==> src/rtl/qdec_pkg.sv <==
// Shared types for the quadrature decoder.
// Assumes at most 32 index candidates, so the line number fits in 5 bits.
package qdec_pkg;

    localparam int ZSEL_W     = 5;
    localparam int CFG_W      = 16;
    localparam int CFG_EN_BIT = 15;

    // Decoded movement of the phase pair for one sample
    typedef enum logic [1:0] {
        MOV_NONE = 2'd0,
        MOV_UP   = 2'd1,
        MOV_DN   = 2'd2,
        MOV_BAD  = 2'd3
    } move_e;

    // Stored index configuration
    typedef struct packed {
        logic              zen;
        logic [ZSEL_W-1:0] zsel;
    } idx_cfg_t;

endpackage

==> src/rtl/qdec_sync.sv <==
// Multi-stage synchronizer for a vector of asynchronous inputs.
// Assumes each bit is independent; gives STAGES cycles of delay.
module qdec_sync #(
    parameter int W      = 1,
    parameter int STAGES = 2
) (
    input  logic         clk,
    input  logic         rst_n,
    input  logic [W-1:0] d_i,
    output logic [W-1:0] q_o
);

    logic [W-1:0] chain [STAGES];

    for (genvar g = 0; g < STAGES; g++) begin : g_stage
        if (g == 0) begin : g_first
            // First stage captures the raw input
            always_ff @(posedge clk) begin
                if (!rst_n) chain[g] <= '0;
                else        chain[g] <= d_i;
            end
        end else begin : g_next
            // Later stages shift the value along
            always_ff @(posedge clk) begin
                if (!rst_n) chain[g] <= '0;
                else        chain[g] <= chain[g-1];
            end
        end
    end

    assign q_o = chain[STAGES-1];

endmodule

==> src/rtl/qdec_phase.sv <==
// Compares the synchronized phase pair with its previous sample and
// classifies the transition as up, down, none, or undecodable.
// Assumes inputs are already synchronous to clk.
module qdec_phase
    import qdec_pkg::*;
(
    input  logic  clk,
    input  logic  rst_n,
    input  logic  a_s_i,
    input  logic  b_s_i,
    output move_e move_o
);

    logic a_q, b_q;
    logic a_chg, b_chg, fwd;

    // Hold the previous sample of both phases
    always_ff @(posedge clk) begin
        if (!rst_n) begin
            a_q <= 1'b0;
            b_q <= 1'b0;
        end else begin
            a_q <= a_s_i;
            b_q <= b_s_i;
        end
    end

    // Classify the transition from the previous sample to the current one
    always_comb begin
        a_chg = a_s_i ^ a_q;
        b_chg = b_s_i ^ b_q;
        fwd   = (a_chg & (a_s_i ^ b_s_i)) | (b_chg & ~(a_s_i ^ b_s_i));
        unique case ({a_chg, b_chg})
            2'b00:   move_o = MOV_NONE;
            2'b11:   move_o = MOV_BAD;
            default: move_o = fwd ? MOV_UP : MOV_DN;
        endcase
    end

    // a simultaneous change of both phases is never taken as a step
    assert_double_change_R3: assert property (@(posedge clk) disable iff (!rst_n)
        (a_s_i != $past(a_s_i) && b_s_i != $past(b_s_i)) |-> move_o == MOV_BAD);

    // a stable pair yields no movement
    assert_idle_no_move_R3: assert property (@(posedge clk) disable iff (!rst_n)
        ($stable(a_s_i) && $stable(b_s_i)) |-> move_o == MOV_NONE);

endmodule

==> src/rtl/qdec_index.sv <==
// Holds the index configuration and selects one candidate line.
// Assumes Z_LINES is at most 32 and the lines are already synchronized.
module qdec_index
    import qdec_pkg::*;
#(
    parameter int Z_LINES = 32
) (
    input  logic               clk,
    input  logic               rst_n,
    input  logic               cfg_we_i,
    input  logic [CFG_W-1:0]   cfg_data_i,
    input  logic [Z_LINES-1:0] z_s_i,
    output logic               z_hit_o
);

    localparam int PAD_W = 1 << ZSEL_W;

    idx_cfg_t         cfg_q;
    logic [PAD_W-1:0] z_pad;
    logic             cfg_unused;

    assign cfg_unused = &{1'b0, cfg_data_i[CFG_EN_BIT-1:ZSEL_W]};

    if (Z_LINES < PAD_W) begin : g_pad
        assign z_pad = {{(PAD_W-Z_LINES){1'b0}}, z_s_i};
    end else begin : g_full
        assign z_pad = z_s_i;
    end

    // Load enable and line number from the configuration word
    always_ff @(posedge clk) begin
        if (!rst_n)        cfg_q <= '0;
        else if (cfg_we_i) cfg_q <= '{zen: cfg_data_i[CFG_EN_BIT], zsel: cfg_data_i[ZSEL_W-1:0]};
    end

    // Pick the selected line, gated by the enable
    always_comb z_hit_o = cfg_q.zen & z_pad[cfg_q.zsel];

    // a configuration write is retained on the next cycle
    assert_cfg_load_R7: assert property (@(posedge clk) disable iff (!rst_n)
        cfg_we_i |=> (cfg_q.zen == $past(cfg_data_i[CFG_EN_BIT]) &&
                      cfg_q.zsel == $past(cfg_data_i[ZSEL_W-1:0])));

    // configuration holds between writes
    assert_cfg_hold_R9: assert property (@(posedge clk) disable iff (!rst_n)
        !cfg_we_i |=> $stable(cfg_q));

endmodule

==> src/rtl/qdec_accum.sv <==
// Signed position register: clear, index zeroing, and up/down steps.
// Priority: software clear, then index on a transition, then step.
// Assumes inputs are synchronous; wraps in two's complement.
module qdec_accum
    import qdec_pkg::*;
#(
    parameter int POS_W = 32
) (
    input  logic             clk,
    input  logic             rst_n,
    input  move_e            move_i,
    input  logic             z_hit_i,
    input  logic             clr_i,
    output logic [POS_W-1:0] pos_o
);

    localparam logic [POS_W-1:0] ONE = POS_W'(1);

    logic [POS_W-1:0] pos_q;
    logic             edge_seen;

    assign edge_seen = (move_i != MOV_NONE);

    // Update the position according to the priority order
    always_ff @(posedge clk) begin
        if (!rst_n)                    pos_q <= '0;
        else if (clr_i)                pos_q <= '0;
        else if (edge_seen && z_hit_i) pos_q <= '0;
        else if (move_i == MOV_UP)     pos_q <= pos_q + ONE;
        else if (move_i == MOV_DN)     pos_q <= pos_q - ONE;
    end

    assign pos_o = pos_q;

    // an up step adds one
    assert_step_up_R1: assert property (@(posedge clk) disable iff (!rst_n)
        (move_i == MOV_UP && !z_hit_i && !clr_i) |=> pos_q == $past(pos_q) + ONE);

    // a down step subtracts one
    assert_step_dn_R2: assert property (@(posedge clk) disable iff (!rst_n)
        (move_i == MOV_DN && !z_hit_i && !clr_i) |=> pos_q == $past(pos_q) - ONE);

    // a clear wins over anything in the same cycle
    assert_clear_R5: assert property (@(posedge clk) disable iff (!rst_n)
        clr_i |=> pos_q == '0);

    // index on a transition zeroes the count
    assert_index_zero_R7: assert property (@(posedge clk) disable iff (!rst_n)
        (edge_seen && z_hit_i) |=> pos_q == '0);

    // without a transition or clear the count holds
    assert_hold_R8: assert property (@(posedge clk) disable iff (!rst_n)
        (move_i == MOV_NONE && !clr_i) |=> $stable(pos_q));

endmodule

==> src/rtl/quad_index_decoder.sv <==
// Quadrature decoder top: synchronizes phases and index lines, decodes
// 4x transitions, applies index zeroing and software clear.
// Assumes Z_LINES <= 32 and asynchronous encoder inputs.
module quad_index_decoder
    import qdec_pkg::*;
#(
    parameter int POS_W       = 32,
    parameter int Z_LINES     = 32,
    parameter int SYNC_STAGES = 2
) (
    input  logic               clk,
    input  logic               rst_n,
    input  logic               enc_a,
    input  logic               enc_b,
    input  logic [Z_LINES-1:0] z_lines,
    input  logic               cfg_we,
    input  logic [CFG_W-1:0]   cfg_data,
    input  logic               val_we,
    input  logic [POS_W-1:0]   val_wdata,
    output logic [POS_W-1:0]   position
);

    logic [1:0]         ab_s;
    logic [Z_LINES-1:0] z_s;
    move_e              move;
    logic               z_hit;
    logic               clr;

    qdec_sync #(.W(2), .STAGES(SYNC_STAGES)) u_sync_ab (
        .clk(clk), .rst_n(rst_n), .d_i({enc_a, enc_b}), .q_o(ab_s)
    );

    qdec_sync #(.W(Z_LINES), .STAGES(SYNC_STAGES)) u_sync_z (
        .clk(clk), .rst_n(rst_n), .d_i(z_lines), .q_o(z_s)
    );

    qdec_phase u_phase (
        .clk(clk), .rst_n(rst_n), .a_s_i(ab_s[1]), .b_s_i(ab_s[0]), .move_o(move)
    );

    qdec_index #(.Z_LINES(Z_LINES)) u_index (
        .clk(clk), .rst_n(rst_n), .cfg_we_i(cfg_we), .cfg_data_i(cfg_data),
        .z_s_i(z_s), .z_hit_o(z_hit)
    );

    // Only a write of zero requests a clear
    assign clr = val_we && (val_wdata == '0);

    qdec_accum #(.POS_W(POS_W)) u_accum (
        .clk(clk), .rst_n(rst_n), .move_i(move), .z_hit_i(z_hit),
        .clr_i(clr), .pos_o(position)
    );

    // a non-zero write never alters the count by itself
    assert_nonzero_write_R6: assert property (@(posedge clk) disable iff (!rst_n)
        (val_we && val_wdata != '0 && move == MOV_NONE) |=> $stable(position));

endmodule

==> config.mk <==
export PLATFORM = sky130hd
export DESIGN_NAME = quad_index_decoder
export DESIGN_NICKNAME = d
export VERILOG_FILES = /design/src/rtl/qdec_pkg.sv /design/src/rtl/qdec_sync.sv /design/src/rtl/qdec_phase.sv /design/src/rtl/qdec_index.sv /design/src/rtl/qdec_accum.sv /design/src/rtl/quad_index_decoder.sv
export SDC_FILE = /design/constraint.sdc
export NUM_CORES = 1
export LEC_CHECK = 0
export CORE_ASPECT_RATIO = 0.5
export CORE_MARGIN = 4
export CORE_UTILIZATION = 51
export CTS_CLUSTER_DIAMETER = 120
export CTS_CLUSTER_SIZE = 30
export DETAILED_ROUTE_END_ITERATION = 10
export HOLD_SLACK_MARGIN = 0.05
export PLACE_DENSITY = 0.82
export SLEW_MARGIN = 20
export SYNTH_ARGS = -nofsm -noshare
export SYNTH_HDL_FRONTEND = slang
export SYNTH_SLANG_ARGS = --single-unit
==> constraint.sdc <==
create_clock -name clk -period 4.3 [get_ports clk]
set_input_delay 1.29 -clock clk [delete_from_list [all_inputs] [get_ports clk]]
set_output_delay 1.29 -clock clk [all_outputs]
set_load 0.02 [all_outputs]
==> results of run 1 <==
state kept, by name, indices dropped and copies added (netlist names):
register	cells
u_phase.b_q	1
u_sync_z.chain	64
u_phase.a_q	1
u_sync_ab.chain	4
u_accum.pos_o	32
u_index.cfg_q	6
cell families after synthesis:
family                   after synthesis  synth area share
AO/OA/AOI/OAI                        109             0.139
XOR/XNOR                              25            0.0415
adder cells (fa/ha/maj)               36            0.0868
buffers and inverters                 37            0.0310
flip-flops                           108             0.410
multiplexers                          36            0.0922
AND/OR/NAND/NOR                      193             0.200
Yosys cell counts, types with 2 or more instances:
master,number
o21bai_1,3
o31a_1,4
o22ai_1,2
ha_1,35
a31oi_1,4
nor4_1,7
a21oi_1,25
or3_1,2
and3_1,2
mux2i_1,25
clkbuf_1,17
a211oi_1,6
nand2b_1,4
a21o_1,16
nand4b_1,2
mux4_2,10
xnor2_1,18
xor2_1,7
or4_1,4
inv_1,13
nand2_1,20
and2_1,71
nor2_1,41
dfxtp_1,108
and4_1,2
o21a_1,8
nor2b_1,10
o21ai_0,23
nand3_1,8
a41oi_1,2
o211ai_1,5
nand3b_1,2
nor3_1,8
nand4_1,8
buf_4,2
buf_6,2
stage by stage:
step | area [µm²] | std cells
after floorplan | 5280 | 544
after global placement | 6470 | 772
after detailed placement | 6470 | 772
after CTS | 6770 | 788
after global routing | 6770 | 788
final | 6770 | 788
power by group through the flow:
stage	Clock [µW]	Sequential [µW]	Combinational, µW
floorplan	0	1400	1650
global placement	0	1280	2390
detailed placement	0	1290	2430
CTS	836	1270	2450
global route	875	1290	2720
finish	816	1270	2460
metal layers:
layer,up-vias,wire (µm),track usage
met4,0,110,0.0529
met3,10,504,0.0439
li1,2138,-,-
met2,90,5830,0.365
met5,-,0,0
met1,1955,5220,0.232
path summary, 6_finish.rpt:
| kind | slack (ns) | start | to | depth (start not counted) |
|---|---|---|---|---|
| setup / recovery | 0.43 | u_phase.b_q$_SDFF_PN0_ | u_accum.pos_o[28]$_SDFFE_PP0P_ | 16 |
| hold / removal | 0.44 | u_sync_ab.chain[0][0]$_SDFF_PN0_ | u_sync_ab.chain[1][0]$_SDFF_PN0_ | 1 |
| setup reg to reg | 0.43 | u_phase.b_q$_SDFF_PN0_ | u_accum.pos_o[28]$_SDFFE_PP0P_ | 16 |
| hold reg to reg | 0.44 | u_sync_ab.chain[0][0]$_SDFF_PN0_ | u_sync_ab.chain[1][0]$_SDFF_PN0_ | 1 |
layout make-up:
type,count,area (µm²)
clock buffers,10,239
multi-input cells,399,2950
flip-flops and latches,108,2160
inverters,14,53.8
fillers,768,2990
clock inverters,6,63.8
well taps,135,169
repair buffers,116,1130
layout by cell type (no fill, tap or decap), types with 10 or more instances in the layout:
master / count
o21ai_0: 23
nor2_1: 41
mux2i_1: 25
mux4_2: 10
inv_1: 13
nand2_1: 20
a21oi_1: 25
xnor2_1: 18
clkdlybuf4s50_1: 106
dfxtp_1: 108
and2_1: 71
a21o_1: 16
ha_1: 35
nor2b_1: 10
==> results.md, run 1 <==
- Status: completed
- Ratio of cells with drive above 1 in the final layout: 0.0643
- Clk slew on worst S/H paths: 0.08 ns
- Net count, final: 770
- Final core utilization: 0.694
- Die boundary width: 152 µm
- CP delay by family, top: compound AO/OA/AOI/OAI gates
- RSZ-0062 raised after global routing: false
- Critical path capture point type: register
- CTS sink cnt: 108
- Worst path max stage delay: 0.39 ns
- DR DRC count: 0
- Setup TNS: 0 ns
- CP Buf/Inv Count: 2
- # setup viols final: 0
- Setup slack at placement: 0.542 ns
- Sw Pwr: 1780 µW
- CP cell instances: nand2b_1 -> a21oi_1 -> a31oi_1 -> ha_1 -> inv_1 -> buf_4 -> ha_1 -> nor2b_1 -> o31a_1 -> o21ai_0 -> o21a_1 -> o2111ai_1 -> a41oi_1 -> xnor2_1 -> mux2i_1 -> nor2_1
- Post-CTS setup buffers: 0
- Crit share post-route: 0.900
- Post-synth top area cell: dfxtp_1
- Root buf cell: clkbuf_16
- Final worst slack: 0.431 ns
- Dominant synthesized flop cell: dfxtp_1
- H-tree Lvls: 3
- Ranking of synthesized cells by area: dfxtp_1 41%, and2_1 8.4%, ha_1 8.3%, mux2i_1 4.7%, mux4_2 4.3%
- Vias in the first global route: 4338
- Combinational share of power: 0.541
- Clk Latency, worst-skew pair: 0.34 ns
- Die Y-Extent: 79.9 µm
- Hold Slack: 0.436 ns
- Crit-path max FO: 13
- GR Util All Layers: 0.197
- Vias per std cell: 5.32
- Hold-fix buffers, CTS: 0
- EDFF count, synth: 0
- Core area: 0.00976 mm²
- Final GP Congestion: 0.883
- DRT Wirelength: 11700 µm
- Crit path launch type: register
- Critical path required time: 4.57 ns
- # Max-Cap Violations: 0
- Detailed placement HPWL: 8550 µm
- DRT iter0 DRCs: 198
- Pint: 2760 µW
- Starting density of the core: 0.541
- Layout area overhead: 28.3%
- Post-synth top area share: 0.410
- CP max-delay cell: dfxtp_1
- Most used cell, CP: ha_1
- Power Dens Cells: 670 mW/mm²
- Syn Area/Cell: 9.70 µm²
- Num CTS Buffers: 9
- Vias: 4193
- Sequential Power Share: 0.279
- Synthesized flop and latch total: 108
- Switching share of total power: 0.393
- Congestion Overflow GR: 0
- Cell Rows: 25
- Initial antenna violation count: 0
- CTS resizes: 0
- Sequential fraction of the synthesis area: 0.410
- Post-route minimum period: 3.87 ns
- Detail Route Antenna Nets: 0
- Wire per inst: 14.8 µm
- Synth async-reset ratio: 0
- Leak: 0.00280 µW
- Setup Crit Path Kind: reg2reg
- Rel. slew slack: 0.621
- Setup Skew: 0.0107 ns
- Drt pass-1 iters: 4
- Clk buf depth: 2
- Antenna diode count: 0
- Final hold violation count: 0
- Max frequency: 258 MHz
- Hold WC Path Type: reg2reg
- Synth cell types: 54
- Clock group share of total power: 0.180
- Largest net degree at the start of global routing: 77
- CTS tree: done
- Slew @ Worst Pin: 0.568 ns
- Synthesized area: 0.00528 mm²
- Yosys Warn Count: 0
- Post-synthesis net count: 666
- Tot Pwr: 4540 µW
- Slew Limit Fails: 0
- First-pass GRT wire length: 19800 µm
- Worst vdd ir: 0.275 mV
- Worst Path Arrival: 4.14 ns
- Buffers on Ports: 107
- Top Ports: 118
- Gate Count Post-Synth: 544
- Die ar.: 0.0121 mm²
(Power assumes the default switching activity.)
==> inputs of run 2 (changes only) <==
--- a/config.mk
+++ b/config.mk
@@ -5,6 +5,7 @@
 export SDC_FILE = /design/constraint.sdc
 export NUM_CORES = 1
 export LEC_CHECK = 0
+export ABC_CLOCK_PERIOD_IN_PS = 4300
 export CORE_ASPECT_RATIO = 0.5
 export CORE_MARGIN = 4
 export CORE_UTILIZATION = 51
==> results of run 2 <==
Final layout, timing and power as in run 1 (identical DEF).
